`config.mk`:
```
export PLATFORM = sky130hd
export DESIGN_NAME = hpt_walker
export DESIGN_NICKNAME = d
export VERILOG_FILES = /design/src/rtl/hpt_pkg.sv /design/src/rtl/hpt_hash.sv /design/src/rtl/hpt_entry_check.sv /design/src/rtl/hpt_walker.sv
export SDC_FILE = /design/constraint.sdc
export NUM_CORES = 2
export LEC_CHECK = 0
export BUFFER_PORTS_ARGS = -buffer_cell sky130_fd_sc_hd__clkbuf_2
export CAP_MARGIN = 30
export CORE_MARGIN = 10
export CORE_UTILIZATION = 46
export CTS_CLUSTER_DIAMETER = 40
export DETAILED_ROUTE_END_ITERATION = 16
export HOLD_SLACK_MARGIN = 0.06
export PLACE_DENSITY = 0.7
export REMOVE_ABC_BUFFERS = 1
export SLEW_MARGIN = 0
export SYNTH_ARGS = -nofsm -noshare
export SYNTH_HDL_FRONTEND = slang
export SYNTH_SLANG_ARGS = --single-unit
```
`constraint.sdc`:
```
create_clock -name clk -period 8.43 [get_ports clk]
set_input_delay 0 -clock clk [delete_from_list [all_inputs] [get_ports clk]]
set_output_delay 0 -clock clk [all_outputs]
set_load 0.05 [all_outputs]
```
`src/rtl/hpt_pkg.sv`:
```
package hpt_pkg;

  typedef enum logic [1:0] {
    ACC_LOAD  = 2'd0,
    ACC_STORE = 2'd1,
    ACC_FETCH = 2'd2
  } acc_e;

  typedef enum logic [3:0] {
    S_IDLE, S_PROBE, S_TAG, S_DATA, S_NEXT, S_SETR, S_CHG, S_SETC, S_FIN
  } walk_st_e;

  // tag doubleword bit positions
  localparam int TAG_VALID = 0;
  localparam int TAG_SEC   = 1;
  localparam int TAG_LARGE = 2;
  // data doubleword bit positions
  localparam int DAT_REF   = 8;
  localparam int DAT_CHG   = 7;
  // bits left out of the tag compare (large flag and unused bits)
  localparam logic [63:0] TAG_IGNORE = 64'h0000_0000_0000_007C;

endpackage

```
`src/rtl/hpt_hash.sv`:
```
module hpt_hash #(
  parameter int VSID_W = 24,
  parameter int HASH_W = 28,
  parameter int API_W  = 31
) (
  input  logic [VSID_W-1:0] vsid,
  input  logic              seg1t,
  input  logic [5:0]        pshift,
  input  logic [63:0]       ea,
  output logic [HASH_W-1:0] hash,
  output logic [63:0]       pattern
);
  logic [63:0] off, pn, epn, api, h64, v64;

  always_comb begin
    v64 = 64'(vsid);
    off = seg1t ? {24'h0, ea[39:0]} : {36'h0, ea[27:0]};
    pn  = off >> pshift;
    epn = pn << pshift;
    api = epn >> 16;
    h64 = v64 ^ pn;
    if (seg1t) h64 = h64 ^ (v64 << 25);
    hash    = h64[HASH_W-1:0];
    pattern = {1'b0, seg1t, vsid, api[API_W-1:0], 7'b000_0001};
  end
endmodule

```
`src/rtl/hpt_entry_check.sv`:
```
module hpt_entry_check
  import hpt_pkg::*;
(
  input  logic [63:0] tag_word,
  input  logic [63:0] data_word,
  input  logic [63:0] pattern,
  input  logic        sec,
  input  logic [5:0]  pshift,
  output logic        tag_hit,
  output logic        size_ok
);
  logic [63:0] want;
  logic [1:0]  code;

  always_comb begin
    want    = pattern | (64'(sec) << TAG_SEC);
    tag_hit = ((tag_word ^ want) & ~TAG_IGNORE) == 64'h0;
    code    = data_word[13:12];
    if (tag_word[TAG_LARGE])
      size_ok = (code == 2'd1 && pshift == 6'd16) || (code == 2'd2 && pshift == 6'd24);
    else
      size_ok = (pshift == 6'd12);
  end
endmodule

```
`src/rtl/hpt_walker.sv`:
```
module hpt_walker
  import hpt_pkg::*;
#(
  parameter int VSID_W   = 24,
  parameter int HASH_W   = 28,
  parameter int RA_W     = 56,
  parameter int GROUP_SZ = 8,
  parameter int REF_OFS  = 14,
  localparam int SLOT_W  = $clog2(GROUP_SZ),
  localparam int IDX_W   = HASH_W + SLOT_W
) (
  input  logic              clk,
  input  logic              rst,
  input  logic              start,
  input  logic [VSID_W-1:0] seg_vsid,
  input  logic              seg_1t,
  input  logic [5:0]        seg_pshift,
  input  logic [63:0]       eff_addr,
  input  logic [1:0]        access,
  input  logic [RA_W-1:0]   tbl_base,
  input  logic [HASH_W-1:0] tbl_mask,
  output logic              mem_req,
  output logic              mem_we,
  output logic [RA_W-1:0]   mem_addr,
  output logic [7:0]        mem_wbyte,
  input  logic              mem_ack,
  input  logic [63:0]       mem_rdata,
  output logic              done,
  output logic              hit,
  output logic [IDX_W-1:0]  entry_idx,
  output logic [RA_W-1:0]   real_addr,
  output logic              wr_disable
);
  localparam int API_W   = 55 - VSID_W;
  localparam int PROBES  = 2 * GROUP_SZ;
  localparam int PCNT_W  = $clog2(PROBES + 1);
  localparam int CHG_OFS = 15;

  walk_st_e state;
  logic [VSID_W-1:0] vsid_q;
  logic              seg1t_q, sec_q, pend_q;
  logic [5:0]        pshift_q;
  logic [63:0]       ea_q, d0_q, d1_q;
  acc_e              acc_q;
  logic [RA_W-1:0]   base_q;
  logic [HASH_W-1:0] mask_q;
  logic [SLOT_W-1:0] slot_q;
  logic [PCNT_W-1:0] probes_q;

  logic [HASH_W-1:0] hash, grp;
  logic [63:0]       pattern, tag_word;
  logic              tag_hit, size_ok, is_store, last_slot;
  logic [IDX_W-1:0]  idx;
  logic [RA_W-1:0]   ent_addr, pmask, ra;

  hpt_hash #(.VSID_W(VSID_W), .HASH_W(HASH_W), .API_W(API_W)) u_hash (
    .vsid(vsid_q), .seg1t(seg1t_q), .pshift(pshift_q), .ea(ea_q),
    .hash(hash), .pattern(pattern)
  );

  assign tag_word = (state == S_DATA) ? d0_q : mem_rdata;

  hpt_entry_check u_chk (
    .tag_word(tag_word), .data_word(mem_rdata), .pattern(pattern),
    .sec(sec_q), .pshift(pshift_q), .tag_hit(tag_hit), .size_ok(size_ok)
  );

  always_comb begin
    grp       = sec_q ? (~hash & mask_q) : (hash & mask_q);
    idx       = {grp, slot_q};
    ent_addr  = base_q + RA_W'({idx, 4'b0000});
    pmask     = (RA_W'(1) << pshift_q) - RA_W'(1);
    ra        = ({d1_q[RA_W-1:12], 12'h000} & ~pmask) | (ea_q[RA_W-1:0] & pmask);
    is_store  = (acc_q == ACC_STORE);
    last_slot = (slot_q == SLOT_W'(GROUP_SZ - 1));
  end

  always_ff @(posedge clk) begin
    if (rst) begin
      state      <= S_IDLE;
      mem_req    <= 1'b0;
      mem_we     <= 1'b0;
      mem_addr   <= '0;
      mem_wbyte  <= '0;
      done       <= 1'b0;
      hit        <= 1'b0;
      entry_idx  <= '0;
      real_addr  <= '0;
      wr_disable <= 1'b0;
      pend_q     <= 1'b0;
      vsid_q     <= '0;
      seg1t_q    <= 1'b0;
      pshift_q   <= 6'd12;
      ea_q       <= '0;
      acc_q      <= ACC_LOAD;
      base_q     <= '0;
      mask_q     <= '0;
      sec_q      <= 1'b0;
      slot_q     <= '0;
      probes_q   <= '0;
      d0_q       <= '0;
      d1_q       <= '0;
    end else begin
      mem_req <= 1'b0;
      done    <= 1'b0;
      pend_q  <= (pend_q | mem_req) & ~mem_ack;
      case (state)
        S_IDLE: if (start) begin
          vsid_q   <= seg_vsid;
          seg1t_q  <= seg_1t;
          pshift_q <= seg_pshift;
          ea_q     <= eff_addr;
          acc_q    <= acc_e'(access);
          base_q   <= tbl_base;
          mask_q   <= tbl_mask;
          sec_q    <= 1'b0;
          slot_q   <= '0;
          probes_q <= '0;
          state    <= S_PROBE;
        end
        S_PROBE: begin
          mem_req  <= 1'b1;
          mem_we   <= 1'b0;
          mem_addr <= ent_addr;
          probes_q <= probes_q + 1'b1;
          state    <= S_TAG;
        end
        S_TAG: if (mem_ack) begin
          d0_q <= mem_rdata;
          if (tag_hit) begin
            mem_req  <= 1'b1;
            mem_we   <= 1'b0;
            mem_addr <= ent_addr + RA_W'(8);
            state    <= S_DATA;
          end else begin
            state <= S_NEXT;
          end
        end
        S_DATA: if (mem_ack) begin
          d1_q <= mem_rdata;
          if (!size_ok) begin
            state <= S_NEXT;
          end else if (!mem_rdata[DAT_REF]) begin
            mem_req   <= 1'b1;
            mem_we    <= 1'b1;
            mem_addr  <= ent_addr + RA_W'(REF_OFS);
            mem_wbyte <= mem_rdata[15:8] | 8'h01;
            state     <= S_SETR;
          end else begin
            state <= S_CHG;
          end
        end
        S_NEXT: begin
          if (!last_slot) begin
            slot_q <= slot_q + 1'b1;
            state  <= S_PROBE;
          end else if (!sec_q) begin
            sec_q  <= 1'b1;
            slot_q <= '0;
            state  <= S_PROBE;
          end else begin
            done       <= 1'b1;
            hit        <= 1'b0;
            wr_disable <= 1'b0;
            state      <= S_IDLE;
          end
        end
        S_SETR: if (mem_ack) state <= S_CHG;
        S_CHG: begin
          if (!d1_q[DAT_CHG] && is_store) begin
            mem_req   <= 1'b1;
            mem_we    <= 1'b1;
            mem_addr  <= ent_addr + RA_W'(CHG_OFS);
            mem_wbyte <= d1_q[7:0] | 8'h80;
            state     <= S_SETC;
          end else begin
            state <= S_FIN;
          end
        end
        S_SETC: if (mem_ack) state <= S_FIN;
        S_FIN: begin
          done       <= 1'b1;
          hit        <= 1'b1;
          entry_idx  <= idx;
          real_addr  <= ra;
          wr_disable <= !d1_q[DAT_CHG] && !is_store;
          state      <= S_IDLE;
        end
        default: state <= S_IDLE;
      endcase
    end
  end

  AST_ONE_OUTSTANDING: assert property (@(posedge clk) disable iff (rst)
    mem_req |-> !pend_q);
  AST_DONE_PULSE: assert property (@(posedge clk) disable iff (rst)
    done |=> !done);
  AST_PROBE_LIMIT: assert property (@(posedge clk) disable iff (rst)
    probes_q <= PCNT_W'(PROBES));
  AST_MISS_WRITABLE: assert property (@(posedge clk) disable iff (rst)
    (done && !hit) |-> !wr_disable);
  AST_MARK_BYTE: assert property (@(posedge clk) disable iff (rst)
    (mem_req && mem_we) |-> ((mem_wbyte[0] && mem_addr[3:0] == 4'(REF_OFS)) ||
                             (mem_wbyte[7] && mem_addr[3:0] == 4'(CHG_OFS))));
endmodule

```
Word-level counts from Yosys, hierarchy flattened
Index checks and enable logic that the tools add are counted.
Widths: inputs -> output; s select.
- shift-type cells: 3
- bitwise logic cells: 11
- add/subtract/negate cells: 6
- reductions and logical operators: 22
- eq/ne operators: 27
- muxes and demuxes: 57
- operators by type and width (cell ; count):
    $mux 56 ; 6
    $pmux 56 s4 ; 1
    $add 56x4->56 const B ; 3
    $and 56x56->56 ; 2
    $logic_not 64->1 ; 1
    $mux 64 ; 1
    $shl 64x6->47 ; 1
    $shr 40x6->64 ; 1
    $xor 64x64->64 ; 1
    $or 63x2->63 ; 1
    $add 56x35->56 ; 1
    $and 28x28->28 ; 2
    $mux 28 ; 2
    $not 56->56 ; 1
    $or 56x56->56 ; 1
    $shl 1x6->56 const A ; 1
    $sub 56x2->56 const B ; 1
    $mux 40 ; 1
    $mux 8 ; 4
    $pmux 4 s8 ; 1
    $not 28->28 ; 1
    $xor 24x28->28 ; 1
    $xor 28x28->28 ; 1
    $mux 4 ; 6
    29 further kinds ; 84
- output and inout bits: 156
- bits in registers: 457
- logic and storage cells: 147

Depth between registers and ports, before layout
- depth after elaboration: 14
- gate-level depth with buffers: 29

Modules after synthesis
Synthesis repeated with hierarchy kept, for this count alone.
- cell total of the unflattened synthesis: 4140
- area total of the unflattened synthesis: 29806.1 µm²
- modules (own cells, without submodules) (module ; times used ; cells an instance ; sequential area each (µm²) ; area each (µm²)):
    hpt_walker ; 1 ; 3283 ; 9228.9 ; 23608.9
    hpt_hash ; 1 ; 769 ; 0.0 ; 5501.5
    hpt_entry_check ; 1 ; 88 ; 0.0 ; 695.7

Worst setup path after synthesis
Ideal clock, no wire load.
- path type: register -> register
- from: register pshift_q[3]
- to: register mem_addr[54]
- library setup time: 0.086 ns
- required time: 8.344 ns
- arrival time: 6.960 ns
- setup slack: 1.384 ns
- stages on the path, launching flop included: 26
- cells stage by stage: dfxtp_1 buf_2 buf_2 buf_2 buf_2 buf_1 clkbuf_1 buf_1 o22a_1 o21ai_0 and3b_1 ha_1 a21oi_1 o21ai_0 a21oi_1 mux2_2 a311oi_2 o311a_1 nand2_1 or3_1 or3_1 or4b_1 or4_1 nand3_1 a211oi_1 a211oi_1
- word-level cells in the longest chain between the ends: 13
- elaborated cells on any way between the ends: 33
- those cells by class: add/sub: 4; eq/ne: 5; shift: 2; mux: 10; bitwise: 7; reduce/logical: 5
- ends and longest elaborated chain (what ; RTL line ; RTL):
    start: declaration ; hpt_walker.sv:42 ; logic [5:0] pshift_q;
    start signal: assignment ; hpt_walker.sv:111 ; pshift_q <= seg_pshift;
    $shr 40x6->64 (*) ; hpt_hash.sv:18 ; pn = off >> pshift;
    $xor 24x28->28 (*) ; hpt_hash.sv:21 ; h64 = v64 ^ pn;
    $xor 28x28->28 ; hpt_hash.sv:22 ; if (seg1t) h64 = h64 ^ (v64 << 25);
    $mux 28 (*) ; hpt_hash.sv:22 ;
    $not 28->28 ; hpt_walker.sv:69 ; grp = sec_q ? (~hash & mask_q) : (hash & mask_q);
    $and 28x28->28 ; hpt_walker.sv:69 ;
    $mux 28 (*) ; hpt_walker.sv:69 ;
    named net grp[17] ; hpt_walker.sv:50 ; logic [HASH_W-1:0] hash, grp;
    $add 56x35->56 (*) ; hpt_walker.sv:71 ; ent_addr = base_q + RA_W'({idx, 4'b0000});
    $add 56x4->56 ; hpt_walker.sv:146 ; mem_addr <= ent_addr + RA_W'(REF_OFS);
    $mux 56 ; hpt_walker.sv:143 ; end else if (!mem_rdata[DAT_REF]) begin
    $mux 56 ; hpt_walker.sv:141 ; if (!size_ok) begin
    $mux 56 ; hpt_walker.sv:139 ; S_DATA: if (mem_ack) begin
    $pmux 56 s4 (*) ; hpt_walker.sv:107 ; case (state)
    end signal: assignment ; hpt_walker.sv:124 ; mem_addr <= ent_addr;
    end signal: assignment ; hpt_walker.sv:133 ; mem_addr <= ent_addr + RA_W'(8);
    end signal: assignment ; hpt_walker.sv:146 ;
    end: declaration ; hpt_walker.sv:24 ; output logic [RA_W-1:0] mem_addr,
The timed path passes the listed nets; every way through them passes the cells marked *. The select of a mux whose other input is x is not followed.
A chain may end at the register's enable or synchronous reset.

Worst setup path in the final report
- from: register pshift_q[1]
- to: register mem_addr[55]
Same word-level chain as after synthesis.

==> metrics <==
ranking of synthesized cells by area dfxtp_1, nand2_1, a21oi_1; Final Max Tran Viols 0; CP Class flop to flop; Root Buffer Master clkbuf_16; RSZ-0062 raised after global routing no; register bit total from synthesis 449; CTS tree built; residual DRC count 0; clock skew 24.0 ps; vias in the first global route 37700; synthesis-to-layout area growth 34.6%; Post-CTS Setup Inserts 0; die width 279 um; Fin Setup TNS 0 ps; hpwl dp 124000 um; GR Overflow Total 0; via count 38900; FP Rows 94; # IOs 405; initial antenna violation count 9; Worst Setup Start Kind flop; most frequent cells in the layout nand2_1, a21oi_1, buf_4, dfxtp_1, clkbuf_2; layout cells sized above 1 0.216; clk slew on worst S/H paths 60 ps; # port buffers 396; Initial DRC Count 5020; Final Hold Vio Count 0; post-synthesis cell count 4255; critical path's largest stage delay 690 ps; final WL 170000 um; HP Class primary input to flop; die area 77800 um^2; relative slew slack 0.140; required time of the critical path 8910 ps; Leak Pwr 16.1 nW; WL/cell 28.0 um; Max rail drop VDD 0.205 mV; most common cell after layout, fill and taps aside nand2_1; Worst-Margin Slew 1290 ps; Final period util 0.943; cell depth of the worst flop-to-flop path 26; flop2flop setup slack 480 ps; post-synthesis sequential area ratio 0.291; Crit-path slowest cell dfxtp_4; Primary FF master, synth dfxtp_1; first drt pass iteration count 7; starting density of the core 0.467; reg2reg start pshift_q[1]$_SDFFE_PP0P_; Core ar. 66100 um^2; Yosys top cell area share 0.291; CTS Buffer Depth 3; power per cell area 306 nW/um^2; Total GRT Usage 0.414; crit path time final 7950 ps; post-DR vias/cell 6.42; Critical Path AT 8440 ps; Cell Area, Synth 30800 um^2; Max Cap Violations 0; Net count, final 5424; Post-synth ARST share 0; cell mode on critical path buf_4; CTS buffer count 68; peak fanout along the critical path 38; Hold Slack 142 ps; FILL cells 5646; first-pass GRT wire length 245000 um; Clk Latency, worst-skew pair 630 ps; CTS Sinks 449; Yosys cell types 113; source of the critical timing path pshift_q[1]$_SDFFE_PP0P_; gp weighted congestion 1.14; end point of the critical path mem_addr[55]$_SDFFE_PP0P_; largest net degree at the start of global routing 190; H-tree depth 3; DRT antenna net count 0; status finished clean; Max Freq 126 MHz; Syn Area/Cell 7.25 um^2; yosys warns 0; Post-synth EDFFs 0; Final setup viols 0; CP Capture Type flop; Yosys top cell by area dfxtp_1; Reg2Reg Capture Point mem_addr[55]$_SDFFE_PP0P_; Die H 279 um
cell usage after synthesis (all sizes together), types with 13 or more instances:
library cell    n
a311oi         21
clkbuf        245
o21ai         173
o21a           16
a221oi         14
dfxtp         449
and3           24
nor4           44
nor2          257
mux2           26
and4           13
a211oi        130
ha             39
a22o           14
or2            20
a21oi         479
nand2b         23
a21o           17
and2           57
or3            27
o221ai         23
a32oi          15
nand2         911
a31oi          51
inv            76
o22ai          44
nand3         128
nor3           88
buf            85
or4            14
nor2b          32
o31ai          18
nand4          64
xnor2         116
a22oi          46
mux2i         136
o211ai         47
xor2           68
logic make-up after synthesis:
kind of cell,after synthesis,synth area share
and+or+nand+nor,1753,0.260
AOI/OAI and AO/OA,1249,0.263
DFF,449,0.291
buffers and inverters,408,0.0554
xor gates and xnor gates,184,0.0522
muxes,172,0.0610
adders and majority gates,40,0.0165
metal layers:
| layer | global-route usage | up-vias | share of wire |
|---|---|---|---|
| met5 | 0.00375 | - | 0.00054 |
| met4 | 0.325 | 8 | 0.091 |
| met3 | 0.0989 | 780 | 0.10 |
| met2 | 0.676 | 2651 | 0.45 |
| met1 | 0.462 | 18300 | 0.36 |
| li1 | - | 17200 | - |
timing repair:
action	CTS	global route
hold endpoints to repair	319	0
hold buffers	267	0
setup endpoints to repair	0	2
resized for setup	0	1
registers in the layout (all words and copies together) (netlist names), 2 cells and up:
name and flops:
slot_q 3, pshift_q 6, mask_q 28, d1_q 52
acc_q 2, mem_wbyte 8, real_addr 56, d0_q 60
entry_idx 31, ea_q 56, mem_addr 56, base_q 56
vsid_q 24, state 4
through the flow:
step / util / worst slack, ps / power [W] / instances / cell area, um^2
CTS: 0.627 / 561 / 0.0123 / 6052 / 41400
floorplan: - / -1180 / 0.00634 / 3925 / 29400
global route: 0.628 / 134 / 0.0131 / 6059 / 41500
finish: 0.628 / 479 / 0.0127 / 6062 / 41500
global placement: 0.549 / 631 / 0.00914 / 5659 / 36300
detailed placement: 0.549 / 603 / 0.00915 / 5660 / 36300
worst max-delay path: cells and delay by family, from the launching register on:
| kind | cells | cell delay, ps |
|---|---|---|
| simple gates | 13 | 4200 |
| buf+inv | 4 | 860 |
| compound gates | 4 | 740 |
| flops | 1 | 690 |
| xor+xnor | 3 | 570 |
| mux | 1 | 400 |
| fa+ha+maj | 1 | 300 |
worst min path at each step:
stage / slack [ps] / cells past startpoint / startpoint / end
2_1_floorplan: 60 / 1 / rst / mem_addr[48]$_SDFFE_PP0P_
4_1_cts: 120 / 4 / eff_addr[22] / ea_q[22]$_SDFFE_PP0P_
5_1_grt: 150 / 4 / eff_addr[25] / ea_q[25]$_SDFFE_PP0P_
3_3_place_gp: 220 / 3 / tbl_base[52] / base_q[52]$_SDFFE_PP0P_
3_5_place_dp: 230 / 3 / eff_addr[34] / ea_q[34]$_SDFFE_PP0P_
6_report: 140 / 4 / eff_addr[29] / ea_q[29]$_SDFFE_PP0P_
where the power goes:
part	switching (W)	leakage [nW]	internal, W
logic	0.00449	11.3	0.00229
registers	0.000416	3.65	0.00244
clock network	0.00117	1.20	0.00190
total	0.00607	16.1	0.00663
final cells by class:
| type | count | area (um^2) | share of cell area |
|---|---|---|---|
| timing repair buffer | 1140 | 8400 | 0.202 |
| sequential | 449 | 9000 | 0.217 |
| inverter | 78 | 293 | 0.00705 |
| tap | 864 | 1080 | 0.0260 |
| multi-input combinational | 3398 | 20300 | 0.488 |
| clock buffer | 81 | 1840 | 0.0443 |
| clock inverter | 44 | 624 | 0.0150 |
| antenna | 8 | 20.0 | 0.000482 |
Note: power is estimated with default switching activity, not from simulation.
